File: src/rtl/flash_stat_pkg.sv
package flash_stat_pkg;

    typedef enum logic [1:0] {
        OPK_NONE  = 2'b00,
        OPK_PROG  = 2'b01,
        OPK_ERASE = 2'b10,
        OPK_RSVD  = 2'b11
    } opk_e;

    typedef enum logic [2:0] {
        M_IDLE  = 3'd0,
        M_PROG  = 3'd1,
        M_EWIN  = 3'd2,
        M_ERUN  = 3'd3,
        M_ESUSP = 3'd4,
        M_SPROG = 3'd5
    } rmode_e;

    localparam int B_POLL = 7;
    localparam int B_TGL  = 6;
    localparam int B_TMO  = 5;
    localparam int B_WIN  = 3;
    localparam int B_SUS  = 2;

endpackage

File: src/rtl/stat_mode_fsm.sv
module stat_mode_fsm
    import flash_stat_pkg::*;
(
    input  logic       clk,
    input  logic       rst_n,
    input  logic [1:0] op_sel,
    input  logic       susp,
    input  logic       win_open,
    output rmode_e     mode
);

    rmode_e nxt;

    // transitions: to_idle, to_prog, to_spro, to_ewin, to_erun, to_susp
    always_comb begin
        nxt = M_IDLE;
        unique case (opk_e'(op_sel))
            OPK_PROG:  nxt = susp ? M_SPROG : M_PROG;
            OPK_ERASE: nxt = susp ? M_ESUSP : (win_open ? M_EWIN : M_ERUN);
            OPK_NONE:  nxt = M_IDLE;
            OPK_RSVD:  nxt = M_IDLE;
            default:   nxt = M_IDLE;
        endcase
    end

    always_ff @(posedge clk) begin
        if (!rst_n) mode <= M_IDLE;
        else        mode <= nxt;
    end

    a_r11_reserved_idle: assert property (@(posedge clk) disable iff (!rst_n)
        (op_sel == 2'b11) |=> (mode == M_IDLE));

    a_r11_susp_prog: assert property (@(posedge clk) disable iff (!rst_n)
        (op_sel == 2'b01 && susp) |=> (mode == M_SPROG));

endmodule

File: src/rtl/stat_toggle.sv
module stat_toggle (
    input  logic clk,
    input  logic rst_n,
    input  logic adv,
    output logic q
);

    always_ff @(posedge clk) begin
        if (!rst_n)   q <= 1'b0;
        else if (adv) q <= ~q;
    end

    a_r3_flip_on_read: assert property (@(posedge clk) disable iff (!rst_n)
        adv |=> (q != $past(q)));

    a_r4_hold_no_read: assert property (@(posedge clk) disable iff (!rst_n)
        !adv |=> $stable(q));

endmodule

File: src/rtl/stat_sector_hit.sv
module stat_sector_hit #(
    parameter int SECT_BITS = 3,
    localparam int NSECT    = 2 ** SECT_BITS
) (
    input  logic [SECT_BITS-1:0] sect,
    input  logic [NSECT-1:0]     mask,
    output logic                 hit
);

    always_comb hit = mask[sect];

endmodule

File: src/rtl/flash_stat_gen.sv
module flash_stat_gen
    import flash_stat_pkg::*;
#(
    parameter int ADDR_W    = 12,
    parameter int SECT_BITS = 3,
    localparam int NSECT    = 2 ** SECT_BITS
) (
    input  logic              clk,
    input  logic              rst_n,
    input  logic              rd_stb,
    input  logic [ADDR_W-1:0] rd_addr,
    input  logic [1:0]        op_sel,
    input  logic              susp,
    input  logic              win_open,
    input  logic              tmo,
    input  logic              prog_top_bit,
    input  logic [ADDR_W-1:0] prog_addr,
    input  logic [NSECT-1:0]  erase_mask,
    input  logic [7:0]        arr_data,
    output logic [7:0]        rd_data,
    output logic              rd_valid
);

    rmode_e     mode;
    logic       hit;
    logic       at_pa;
    logic [1:0] tq;
    logic [1:0] tadv;
    logic [7:0] stat;

    stat_mode_fsm u_fsm (
        .clk      (clk),
        .rst_n    (rst_n),
        .op_sel   (op_sel),
        .susp     (susp),
        .win_open (win_open),
        .mode     (mode)
    );

    stat_sector_hit #(.SECT_BITS(SECT_BITS)) u_hit (
        .sect (rd_addr[ADDR_W-1 -: SECT_BITS]),
        .mask (erase_mask),
        .hit  (hit)
    );

    // tq[0]: bit 6 phase, tq[1]: bit 2 phase
    for (genvar g = 0; g < 2; g++) begin : g_tgl
        stat_toggle u_tgl (
            .clk   (clk),
            .rst_n (rst_n),
            .adv   (tadv[g]),
            .q     (tq[g])
        );
    end

    assign at_pa = (rd_addr == prog_addr);

    always_comb begin
        stat = '0;
        tadv = '0;
        unique case (mode)
            M_IDLE: stat = arr_data;
            M_PROG: begin
                stat[B_POLL] = ~prog_top_bit;
                stat[B_TGL]  = tq[0];
                stat[B_TMO]  = tmo;
                tadv[0]      = rd_stb;
            end
            M_EWIN: begin
                stat[B_TGL] = tq[0];
                stat[B_TMO] = tmo;
                tadv[0]     = rd_stb;
            end
            M_ERUN: begin
                stat[B_TGL] = tq[0];
                stat[B_TMO] = tmo;
                stat[B_WIN] = 1'b1;
                tadv[0]     = rd_stb;
            end
            M_ESUSP: begin
                if (hit) begin
                    stat[B_POLL] = 1'b1;
                    stat[B_SUS]  = tq[1];
                    tadv[1]      = rd_stb;
                end else begin
                    stat = arr_data;
                end
            end
            M_SPROG: begin
                stat[B_POLL] = ~prog_top_bit;
                stat[B_TGL]  = tq[0];
                stat[B_TMO]  = tmo;
                tadv[0]      = rd_stb;
                if (at_pa) begin
                    stat[B_SUS] = 1'b1;
                end else if (hit) begin
                    stat[B_SUS] = tq[1];
                    tadv[1]     = rd_stb;
                end
            end
            default: stat = arr_data;
        endcase
    end

    always_ff @(posedge clk) begin
        if (!rst_n) begin
            rd_data  <= '0;
            rd_valid <= 1'b0;
        end else begin
            rd_valid <= rd_stb;
            if (rd_stb) rd_data <= stat;
        end
    end

    a_r1_prog_poll: assert property (@(posedge clk) disable iff (!rst_n)
        (rd_stb && mode == M_PROG) |=> (rd_data[7] != $past(prog_top_bit)));

    a_r2_erase_poll_low: assert property (@(posedge clk) disable iff (!rst_n)
        (rd_stb && (mode == M_EWIN || mode == M_ERUN)) |=> !rd_data[7]);

    a_r5_timeout_flag: assert property (@(posedge clk) disable iff (!rst_n)
        (rd_stb && mode == M_PROG) |=> (rd_data[5] == $past(tmo)));

    a_r6_window_open: assert property (@(posedge clk) disable iff (!rst_n)
        (rd_stb && mode == M_EWIN) |=> !rd_data[3]);

    a_r6_erase_begun: assert property (@(posedge clk) disable iff (!rst_n)
        (rd_stb && mode == M_ERUN) |=> rd_data[3]);

    a_r8_prog_addr_b2: assert property (@(posedge clk) disable iff (!rst_n)
        (rd_stb && mode == M_SPROG && rd_addr == prog_addr) |=> rd_data[2]);

    a_r9_idle_pass: assert property (@(posedge clk) disable iff (!rst_n)
        (rd_stb && mode == M_IDLE) |=> (rd_data == $past(arr_data)));

    a_r10_valid_follows: assert property (@(posedge clk) disable iff (!rst_n)
        rd_stb |=> rd_valid);

    a_r10_hold_data: assert property (@(posedge clk) disable iff (!rst_n)
        !rd_stb |=> $stable(rd_data));

endmodule

File: config.mk
export PLATFORM = sky130hd
export DESIGN_NAME = flash_stat_gen
export DESIGN_NICKNAME = d
export VERILOG_FILES = /design/src/rtl/flash_stat_pkg.sv /design/src/rtl/stat_mode_fsm.sv /design/src/rtl/stat_toggle.sv /design/src/rtl/stat_sector_hit.sv /design/src/rtl/flash_stat_gen.sv
export SDC_FILE = /design/constraint.sdc
export NUM_CORES = 1
export LEC_CHECK = 0
export ABC_AREA = 1
export BUFFER_PORTS_ARGS = -buffer_cell sky130_fd_sc_hd__buf_2
export CAP_MARGIN = 20
export CELL_PAD_IN_SITES_DETAIL_PLACEMENT = 1
export CELL_PAD_IN_SITES_GLOBAL_PLACEMENT = 1
export CORE_MARGIN = 3
export CORE_UTILIZATION = 27
export DETAILED_ROUTE_END_ITERATION = 8
export GPL_TIMING_DRIVEN = 0
export PLACE_DENSITY_LB_ADDON = 0.3
export RECOVER_POWER = 25
export SLEW_MARGIN = 20
export SYNTH_ARGS = -nofsm -noshare
export SYNTH_HDL_FRONTEND = slang
export SYNTH_SLANG_ARGS = --single-unit
File: constraint.sdc
create_clock -name clk -period 1.61 [get_ports clk]
set_input_delay 0.161 -clock clk [delete_from_list [all_inputs] [get_ports clk]]
set_output_delay 0.161 -clock clk [all_outputs]
set_load 0.005 [all_outputs]
==> results of run 1 <==
[cells in the mapped netlist]
library cell,number,area share [%]
clkbuf_8,1,1.4
xnor2_1,4,3.5
a21oi_2,1,0.88
nand3_1,12,6.0
inv_2,1,0.38
a22o_1,1,0.88
o21a_1,1,0.75
dfxtp_1,14,28
nand2_4,1,1.1
a31oi_1,1,0.63
nor2_1,24,9.1
o32ai_1,1,0.88
a21oi_1,7,3.5
or2_0,1,0.63
nand2_2,3,1.9
a21boi_0,1,0.75
nor3_1,1,0.50
nand3_2,1,1.0
clkinv_1,2,0.75
inv_1,36,14
ha_1,2,2.5
nand4_1,1,0.63
nand2_1,46,17
nand3b_1,1,0.75
o21ai_0,3,1.5
xor2_1,1,0.88
[metal layers]
layer / share of wire [%] / GRT usage (%) / up-vias
met5: 0 / 0 / -
met4: 0.59 / 3.05 / 0
met3: 6.6 / 2.70 / 4
met2: 48 / 24.3 / 31
met1: 44 / 15.2 / 499
li1: - / - / 624
[sequential cells by signal (all words and copies together), names as in the netlist]
name,flops
g_tgl.u_tgl.q,2
rd_valid,1
u_fsm.mode,3
rd_data,8
[worst register-to-register path: stages, from the launching register on]
cell and delay (ps):
dfxtp_1 320, inv_1 70, nor2_1 50, a21oi_1 210, nand2_1 140, a21boi_0 150
o21ai_0 150, a21oi_1 80
[worst max-delay path by stage]
stage / start / depth (start not counted) / end
2_1_floorplan: u_fsm.mode[1] / 6 / rd_data[7]
3_3_place_gp: rd_addr[9] / 12 / rd_data[2]
3_5_place_dp: rd_addr[9] / 12 / rd_data[2]
4_1_cts: u_fsm.mode[0] / 7 / rd_data[7]
5_1_grt: u_fsm.mode[0] / 7 / rd_data[7]
6_report: u_fsm.mode[0] / 7 / rd_data[7]
[metrics by stage]
step | hold slack, ps | util (%)
finish | 120 | 40.2
global route | 119 | 40.2
CTS | 115 | 40.3
detailed placement | 375 | 38.7
global placement | 371 | 38.7
floorplan | 264 | -
[final cells by class]
cell class | count | area (um^2) | area share [%]
Buffer | 1 | 13.8 | 0.995
Clock buffer | 4 | 55.1 | 3.98
Inverter | 39 | 146 | 10.6
Multi-Input combinational cell | 114 | 554 | 40.1
Sequential cell | 14 | 280 | 20.3
Tap cell | 46 | 57.6 | 4.16
Timing Repair Buffer | 56 | 277 | 20.0
[power by group]
group / leakage, nW / total, W / internal [W] / switching (W)
Combinational: 0.653 / 0.000236 / 0.000111 / 0.000125
Clock: 0.0288 / 0.000344 / 0.000216 / 0.000128
Sequential: 0.115 / 0.000377 / 0.000368 / 0.00000897
Total: 0.797 / 0.000957 / 0.000695 / 0.000262
[logic make-up (layout without fill, tap and decap cells)]
family	after synthesis	after routing
compound gates	16	16
xor+xnor	5	5
fa+ha+maj	2	2
buf+inv	40	100
flops	14	14
simple gates	91	91
==> results by group, run 1 <==
Floorplan
  – Die width: 66.7 um
  – CORE AREA: 3440 um^2
  – Die ar.: 4450 um^2
  – Site Rows: 21
  – Starting Density: 28.9%
  – Die Span Y: 66.7 um
  – Ports: 58

Yosys
  – Compound-gate portion of the synthesized area: 9.81%
  – FF+latch count, synth: 14
  – Synth Area in XOR/XNOR: 4.40%
  – Avg Cell Area, Syn: 5.92 um^2
  – Yosys warns: 0
  – Yosys cell types: 26
  – Synth Area in Adders: 2.52%
  – Mux share of post-synthesis cell area: 0%
  – Mapped cell area: 995 um^2
  – Synthesized net count: 219
  – Register area share after synthesis: 28.2%
  – Post-Synth Simple-Gate Area: 39.0%
  – Largest family of logic cells by synthesized area: simple AND/OR/NAND/NOR gates
  – Post-Syn Instances: 168

Global routing
  – Initial antenna violation count: 0
  – Largest net degree at the start of global routing: 11
  – Congestion Overflow GR: 0
  – All-Layer GR Usage: 13.1%
  – Vias in the first global route: 1153
  – First-pass GRT wire length: 4600 um

Worst setup path
  – Req. time, crit path: 1740 ps
  – Critical Path AT: 1410 ps
  – Worst reg2reg setup slack: 330 ps
  – Crit path max-delay family: compound AO/OA/AOI/OAI gates
  – Setup crit end kind: register
  – Crit path max fanout: 3
  – Depth of the worst register-to-register path: 7
  – Max incr delay on CP: 320 ps
  – CP Launch Type: register
  – RR Startpoint: u_fsm.mode[0]
  – Most common cell on crit path: a21oi_1
  – Crit Path Class: reg2reg
  – Cell Chain, Critical Path: inv_1 -> nor2_1 -> a21oi_1 -> nand2_1 -> a21boi_0 -> o21ai_0 -> a21oi_1
  – Count of buffer and inverter cells on the critical path: 1
  – Reg2reg end: rd_data[7]
  – Crit-path slowest cell: dfxtp_1

Finish
  – Non-Filler Instances: 274
  – Area growth syn-to-layout: 39.1%
  – Nets: 280
  – Final non-filler cell area: 1380 um^2
  – Share of cells above drive strength 1: 28.5%
  – Most frequent cells in the layout: buf_2 (53), nand2_1 (46), inv_1 (36)
  – Most common cell after layout, fill and taps aside: buf_2
  – # diodes: 0
  – Fillers: 507

CTS
  – Post-CTS setup repair buffer count: 0
  – CTS tree: yes
  – Root Driver: clkbuf_8
  – Clock Path Buffers: 2
  – Hold_buf cts: 0
  – Clk Latency, worst-skew pair: 240 ps
  – Num CTS Buffers: 3
  – Post_cts resized: 0
  – Total clock sinks: 14
  – H-Tree Depth: 1
  – Reg clk slew, reported paths: 60 ps

STA
  – Final Max Slew Viols: 0
  – Final WS setup: 327 ps
  – Setup total negative slack: 0 ps
  – Slew @ Worst Pin: 309 ps
  – Slew HR: 79.3%
  – Setup Viol. Count Final: 0
  – Fmax: 780 MHz
  – Unrepaired setup endpoints after global routing: no
  – Clock Skews: 2.29 ps
  – Final hold vios: 0
  – Final min period: 1280 ps
  – Fin crit share: 79.7%

Job
  – MaxCap Viol Count: 0

Place
  – Place WS: 264 ps
  – GPL Wtd Cong: 0.698
  – IO buf count: 56
  – Final HPWL DP: 2300 um
  – Placed cells: 270
  – Post-DP Area: 1330 um^2

Route
  – Routed via count: 1158
  – DR iter-0 viols: 28
  – DR WL/cell: 9.94 um
  – Routed WL: 2720 um
  – Iteration count of the initial detailed-routing pass: 3
  – DRC: 0
  – Antenna-violating nets left: 0
  – Via-to-Cell Ratio: 4.23

Power and ir drop
  – VDD IR max: 333 uV
  – LEAKAGE: 0.797 nW
  – Total power: 0.000957 W
  – PwrDens: 691 nW/um^2

Hold path
  – Hold path startpoint: win_open
  – Worst Hold End: u_fsm.mode[0]
  – Hold WC Path Type: in2reg
  – Hold path cells: 2

Status
  – Status: complete, no violations
Power figures use the tool's default switching activity.
==> inputs of run 2 (changes only) <==
ABC_AREA = 0   (was 1)
clock period = 1.3 ns   (was 1.61 ns; I/O delays follow)
==> run 2 against run 1 <==
  * The run now ends with negative setup slack left
  * Design area shrank 5.5%
  * Register-to-register slack lost 350 ps
  * Global-route usage grew 1.7 points
  * Routed wire length shrank 4.4%
  * Setup slack lost 390 ps
  * Clock power shrank 9.9%
  * Synthesized cell count shrank 42%
==> results by group, run 2 <==
STA
  – Final Max Slew Viols: 0
  – Slew HR: 73.0%
  – Final min period: 1360 ps
  – Final WS setup: -62.2 ps
  – Slew @ Worst Pin: 405 ps
  – Fin Hold WS: 18.6 ps
  – Setup Viol. Count Final: 8
  – Fin crit share: 105%
  – Final hold vios: 0
  – Unrepaired setup endpoints after global routing: yes
  – Clock Skews: 4.74 ps
  – Fmax: 734 MHz

Yosys
  – Commonest cells post-synth: dfxtp_1 (14), xnor2_1 (13), nand2_1 (9)
  – Most common cell in the netlist: dfxtp_1
  – Largest area contributor in the netlist: dfxtp_1
  – Most area-consuming cells after synthesis: dfxtp_1 (33%), xnor2_1 (14%), mux2_2 (5.3%), o21ai_0 (4.2%), nand2_1 (4.0%)
  – Asr flop ratio synth: 0%
  – Top-area cell type share of the netlist area: 33.3%
  – Post-Syn Instances: 97
  – Post-synth EDFFs: 0
  – Avg Cell Area, Syn: 8.68 um^2
  – Mapped cell area: 842 um^2
  – Yosys warns: 0
  – Commonest register cell after synthesis: dfxtp_1
  – FF+latch count, synth: 14
  – Synthesized net count: 148
  – Yosys cell types: 30
  – Register area share after synthesis: 33.3%

Global routing
  – Largest net degree at the start of global routing: 11
  – Initial antenna violation count: 0
  – First-pass GRT wire length: 4200 um
  – Vias in the first global route: 992
  – All-Layer GR Usage: 14.8%
  – Congestion Overflow GR: 0

Finish
  – Area growth syn-to-layout: 55.3%
  – FF+latch area: 287 um^2
  – Largest register by flop count: rd_data
  – Nets: 215
  – Most common cell after layout, fill and taps aside: buf_2
  – Leading registers by flop count: rd_data: 8 flops, u_fsm.mode: 3 flops, g_tgl.u_tgl.q: 2 flops
  – Final non-filler cell area: 1310 um^2
  – Final Util: 45.8%
  – Area of the multi-input gates: 582 um^2
  – Share of cells above drive strength 1: 50.9%
  – # diodes: 0
  – Max reg flops: 8
  – Most frequent cells in the layout: buf_2 (56), xnor2_1 (13), dfxtp_1 (11)
  – Fillers: 368

Worst setup path
  – Req. time, crit path: 1520 ps
  – CP Launch Type: primary input
  – Crit Path Class: in2reg
  – Setup crit end kind: register
  – Depth of the worst register-to-register path: 6
  – Crit path max fanout: 6
  – Critical Path AT: 1580 ps

Route
  – Iteration count of the initial detailed-routing pass: 3
  – DR iter-0 viols: 10
  – Antenna-violating nets left: 0
  – Routed WL: 2600 um
  – Via-to-Cell Ratio: 4.89
  – DRC: 0
  – Routed via count: 949
  – DR WL/cell: 13.4 um

Power and ir drop
  – Total power: 0.00110 W
  – Seq pwr share: 43.0%
  – Clock share of power: 28.3%
  – Comb power frac: 28.7%
  – PwrDens: 840 nW/um^2
  – LEAKAGE: 0.611 nW
  – Switching pwr: 0.000294 W
  – VDD IR max: 471 uV
  – Switching Fraction: 26.8%
  – Pint: 0.000804 W

Place
  – IO buf count: 57
  – Final HPWL DP: 2160 um
  – Post-DP Area: 1180 um^2
  – GPL Wtd Cong: 0.705

CTS
  – Root Driver: clkbuf_4
  – CTS tree: yes
  – Num CTS Buffers: 3
  – Clock Path Buffers: 2
  – Reg clk slew, reported paths: 80 ps
  – H-Tree Depth: 1
  – Clk Latency, worst-skew pair: 280 ps
  – Total clock sinks: 14

Floorplan
  – CORE AREA: 2850 um^2
  – Ports: 58
  – Die width: 61.8 um
  – Starting Density: 29.5%
  – Die ar.: 3820 um^2
  – Die Span Y: 61.8 um
  – Site Rows: 19

Status
  – Failing checks: negative setup slack
  – Status: finished, violations left

Hold path
  – Hold WC Path Type: in2reg
  – Hold path cells: 2

Job
  – MaxCap Viol Count: 0
[run 2: changes by cell type in the layout (fill, tap and decap cells not counted), sizes merged, moves of 2 or more]
cell,delta
a21boi,+4
a21oi,-4
a221oi,+3
and2,+3
buf,+9
clkbuf,-2
clkinv,-2
inv,-32
mux2,+5
nand2,-41
nand3,-7
nor2,-17
o21ai,+4
xnor2,+9
[run 2: metal layers]
layer  GRT usage [%]  up-vias  wire (um)
li1                -      476          -
met1            16.6      445        993
met2            28.3       26       1470
met3            3.72        2        124
met4            2.73        0         14
met5               0        -          0
[run 2: stage by stage]
step,setup slack [ps],instances,TNS (ps)
floorplan,-85.8,97,-656
global placement,-399,185,-3370
detailed placement,-436,185,-3720
CTS,-84.0,192,-356
global route,-127,194,-970
finish,-62.2,194,-232
[run 2: path summary, 6_finish.rpt]
| check | startpoint | end | slack, ps |
|---|---|---|---|
| setup / recovery | rd_addr[9] | rd_data[4] | -60 |
| hold / removal | susp | u_fsm.mode[1] | 20 |
| setup reg to reg | u_fsm.mode[0] | g_tgl[0].u_tgl.q | -20 |
| hold reg to reg | rd_data[1] | rd_data[1] | 460 |
[run 2: worst max-delay path, stage by stage]
cell and delay, ps:
buf_12 110, mux2_4 280, mux4_2 550, a21oi_4 250, nand3_1 110, a21boi_1 140
[run 2: layout make-up]
class,instances,share of cell area (%)
inverter,5,1.44
tap,31,2.97
clock buffer,4,2.78
sequential,14,21.9
buffer,2,0.670
multi-input combinational,76,44.5
timing repair buffer,62,25.7
[run 2: timing repair]
action	CTS	global route
endpoints found under the setup margin	10	10
pin swaps	4	4
hold buffers	0	0
gates resized for setup	13	3
setup buffers	3	2
[run 2: cells by family after synthesis]
kind of cell | Yosys count | share of synthesized area [%]
DFF | 14 | 33.3
adders and majority gates | 2 | 2.97
buffers and inverters | 7 | 3.27
xor gates and xnor gates | 13 | 13.5
AOI/OAI and AO/OA | 24 | 20.2
and+or+nand+nor | 31 | 17.4
muxes | 6 | 9.36
[run 2: power by group through the flow]
| stage | Sequential [W] | Clock, W | Combinational [W] |
|---|---|---|---|
| after floorplan | 0.000483 | 0 | 0.000149 |
| after global placement | 0.000481 | 0 | 0.000274 |
| after detailed placement | 0.000484 | 0 | 0.000285 |
| after CTS | 0.000474 | 0.000324 | 0.000308 |
| after global routing | 0.000477 | 0.000331 | 0.000354 |
| final | 0.000473 | 0.000310 | 0.000315 |
==> inputs of run 3 (changes only) <==
BUFFER_PORTS_ARGS = not set   (was -buffer_cell sky130_fd_sc_hd__buf_2)
CORE_UTILIZATION = 41   (was 27)
DONT_BUFFER_PORTS = 1   (was not set)
==> run 3 against run 2 <==
  * The run now ends clean
  * Sequential power up 1%
  * Combinational power shrank 39%
  * Worst hold slack worse by 9.0 ps
  * Largest cell class unchanged
==> results by group, run 3 (synthesis gave the netlist of run 2 again) <==
Status
  – Status: complete, no violations

STA
  – Fin crit share: 97.7%
  – Clock Skews: 3.57 ps
  – Setup Viol. Count Final: 0
  – Slew HR: 72.4%
  – Unrepaired setup endpoints after global routing: yes
  – Final min period: 1270 ps
  – Slew @ Worst Pin: 414 ps
  – Final hold vios: 0
  – Final Max Slew Viols: 0
  – Final WS setup: 29.6 ps
  – Fmax: 787 MHz

Place
  – GPL Wtd Cong: 0.778
  – Placed cells: 122
  – IO buf count: 0
  – Post-DP Area: 890 um^2
  – Final HPWL DP: 1680 um
  – Place WS: -243 ps

CTS
  – CTS tree: yes
  – H-Tree Depth: 1
  – Clk Latency, worst-skew pair: 270 ps
  – Reg clk slew, reported paths: 80 ps
  – Total clock sinks: 14
  – Clock Path Buffers: 2
  – Root Driver: clkbuf_4
  – Num CTS Buffers: 3

Finish
  – Most common cell after layout, fill and taps aside: xnor2_1
  – Most frequent cells in the layout: xnor2_1 (13), dfxtp_1 (11), nand2_1 (9)
  – Leading registers by flop count: rd_data: 8 flops, u_fsm.mode: 3 flops, g_tgl.u_tgl.q: 2 flops
  – Non-Filler Instances: 128
  – Largest register by flop count: rd_data
  – Max reg flops: 8
  – Nets: 156
  – # diodes: 0
  – Share of cells above drive strength 1: 20.4%
  – Area growth syn-to-layout: 16.5%
  – Final non-filler cell area: 981 um^2

Floorplan
  – CORE AREA: 1840 um^2
  – Starting Density: 45.8%
  – Site Rows: 15
  – Die ar.: 2630 um^2
  – Die width: 51.3 um
  – Ports: 58
  – Die Span Y: 51.3 um

Route
  – Routed WL: 1990 um
  – DRC: 0
  – Via-to-Cell Ratio: 5.88
  – M1 WL: 704 um
  – Met3 routed WL: 232 um
  – Met2 WL post-DR: 1030 um
  – DR iter-0 viols: 7
  – Antenna-violating nets left: 0
  – Iteration count of the initial detailed-routing pass: 4
  – Max Used Layer: met4
  – Routed via count: 752
  – DR WL/cell: 15.6 um

Worst setup path
  – Req. time, crit path: 1500 ps
  – Setup crit end kind: register
  – Count of buffer and inverter cells on the critical path: 1
  – Crit Path Class: reg2reg
  – Critical Path AT: 1470 ps
  – Cell Chain, Critical Path: buf_4 -> nor2_4 -> nand3_1 -> or3_1 -> a21boi_1
  – Max incr delay on CP: 380 ps
  – Crit path max-delay family: simple AND/OR/NAND/NOR gates
  – RR Startpoint: u_fsm.mode[1]
  – Depth of the worst register-to-register path: 5
  – CP Launch Type: register
  – Reg2reg end: g_tgl[1].u_tgl.q
  – Crit-path slowest cell: dfxtp_4
  – Worst reg2reg setup slack: 30 ps
  – Crit path max fanout: 6

Global routing
  – All-Layer GR Usage: 15.0%
  – Largest net degree at the start of global routing: 11
  – Congestion Overflow GR: 0
  – Vias in the first global route: 768
  – Initial antenna violation count: 0
  – First-pass GRT wire length: 3080 um

Hold path
  – Worst Hold End: rd_data[1]
  – Hold path startpoint: rst_n
  – Hold path cells: 1
  – Hold WC Path Type: in2reg

Power and ir drop
  – LEAKAGE: 0.358 nW
  – VDD IR max: 344 uV
  – Total power: 0.000904 W
  – PwrDens: 921 nW/um^2

Job
  – MaxCap Viol Count: 0
run 3: changes by cell type in the layout (fill, tap and decap cells not counted), moves of 2 or more:
cell     change
buf_2       -55
dfxtp_4      +2
dfxtp_2      -2
buf_4        -3
run 3: area by class of cell:
type                            instances  area (um^2)
Fill cell                             233          858
Tap cell                               25         31.3
Timing Repair Buffer                    3         25.0
Inverter                                5         18.8
Sequential cell                        14          292
Multi-Input combinational cell         76          583
Clock buffer                            3         22.5
Buffer                                  2         8.76
run 3: repair_timing:
action,CTS,global route
cloned,0,0
endpoints found under the setup margin,9,8
gates resized for setup,6,8
buffers inserted,1,1
hold buffers,1,0
hold endpoints to repair,2,0
run 3: where the power goes:
| part | switching (W) | internal, W |
|---|---|---|
| Sequential | 0.0000267 | 0.000453 |
| Clock | 0.000123 | 0.000107 |
| Combinational | 0.0000852 | 0.000108 |
run 3: worst max path at each step:
stage                        startpoint                to  cells past startpoint
after detailed placement     rd_addr[9]        rd_data[4]                      5
after floorplan              rd_addr[9]        rd_data[2]                      5
after global routing      u_fsm.mode[1]  g_tgl[1].u_tgl.q                      5
after CTS                 u_fsm.mode[1]        rd_data[6]                      5
final                     u_fsm.mode[1]  g_tgl[1].u_tgl.q                      5
after global placement       rd_addr[9]        rd_data[6]                      5
run 3: per-layer routing:
layer,up-vias,track usage [%]
met5,-,0
met3,2,3.21
met2,45,29.4
met4,0,5.24
met1,350,15.3
li1,355,-
run 3: stage by stage:
stage	TNS (ps)	hold WS [ps]	util, %
2_1_floorplan	-656	202	-
3_3_place_gp	-1610	205	48.4
3_5_place_dp	-1870	205	48.4
4_1_cts	0	5.60	51.4
5_1_grt	-49.5	4.31	53.3
6_report	0	9.57	53.3
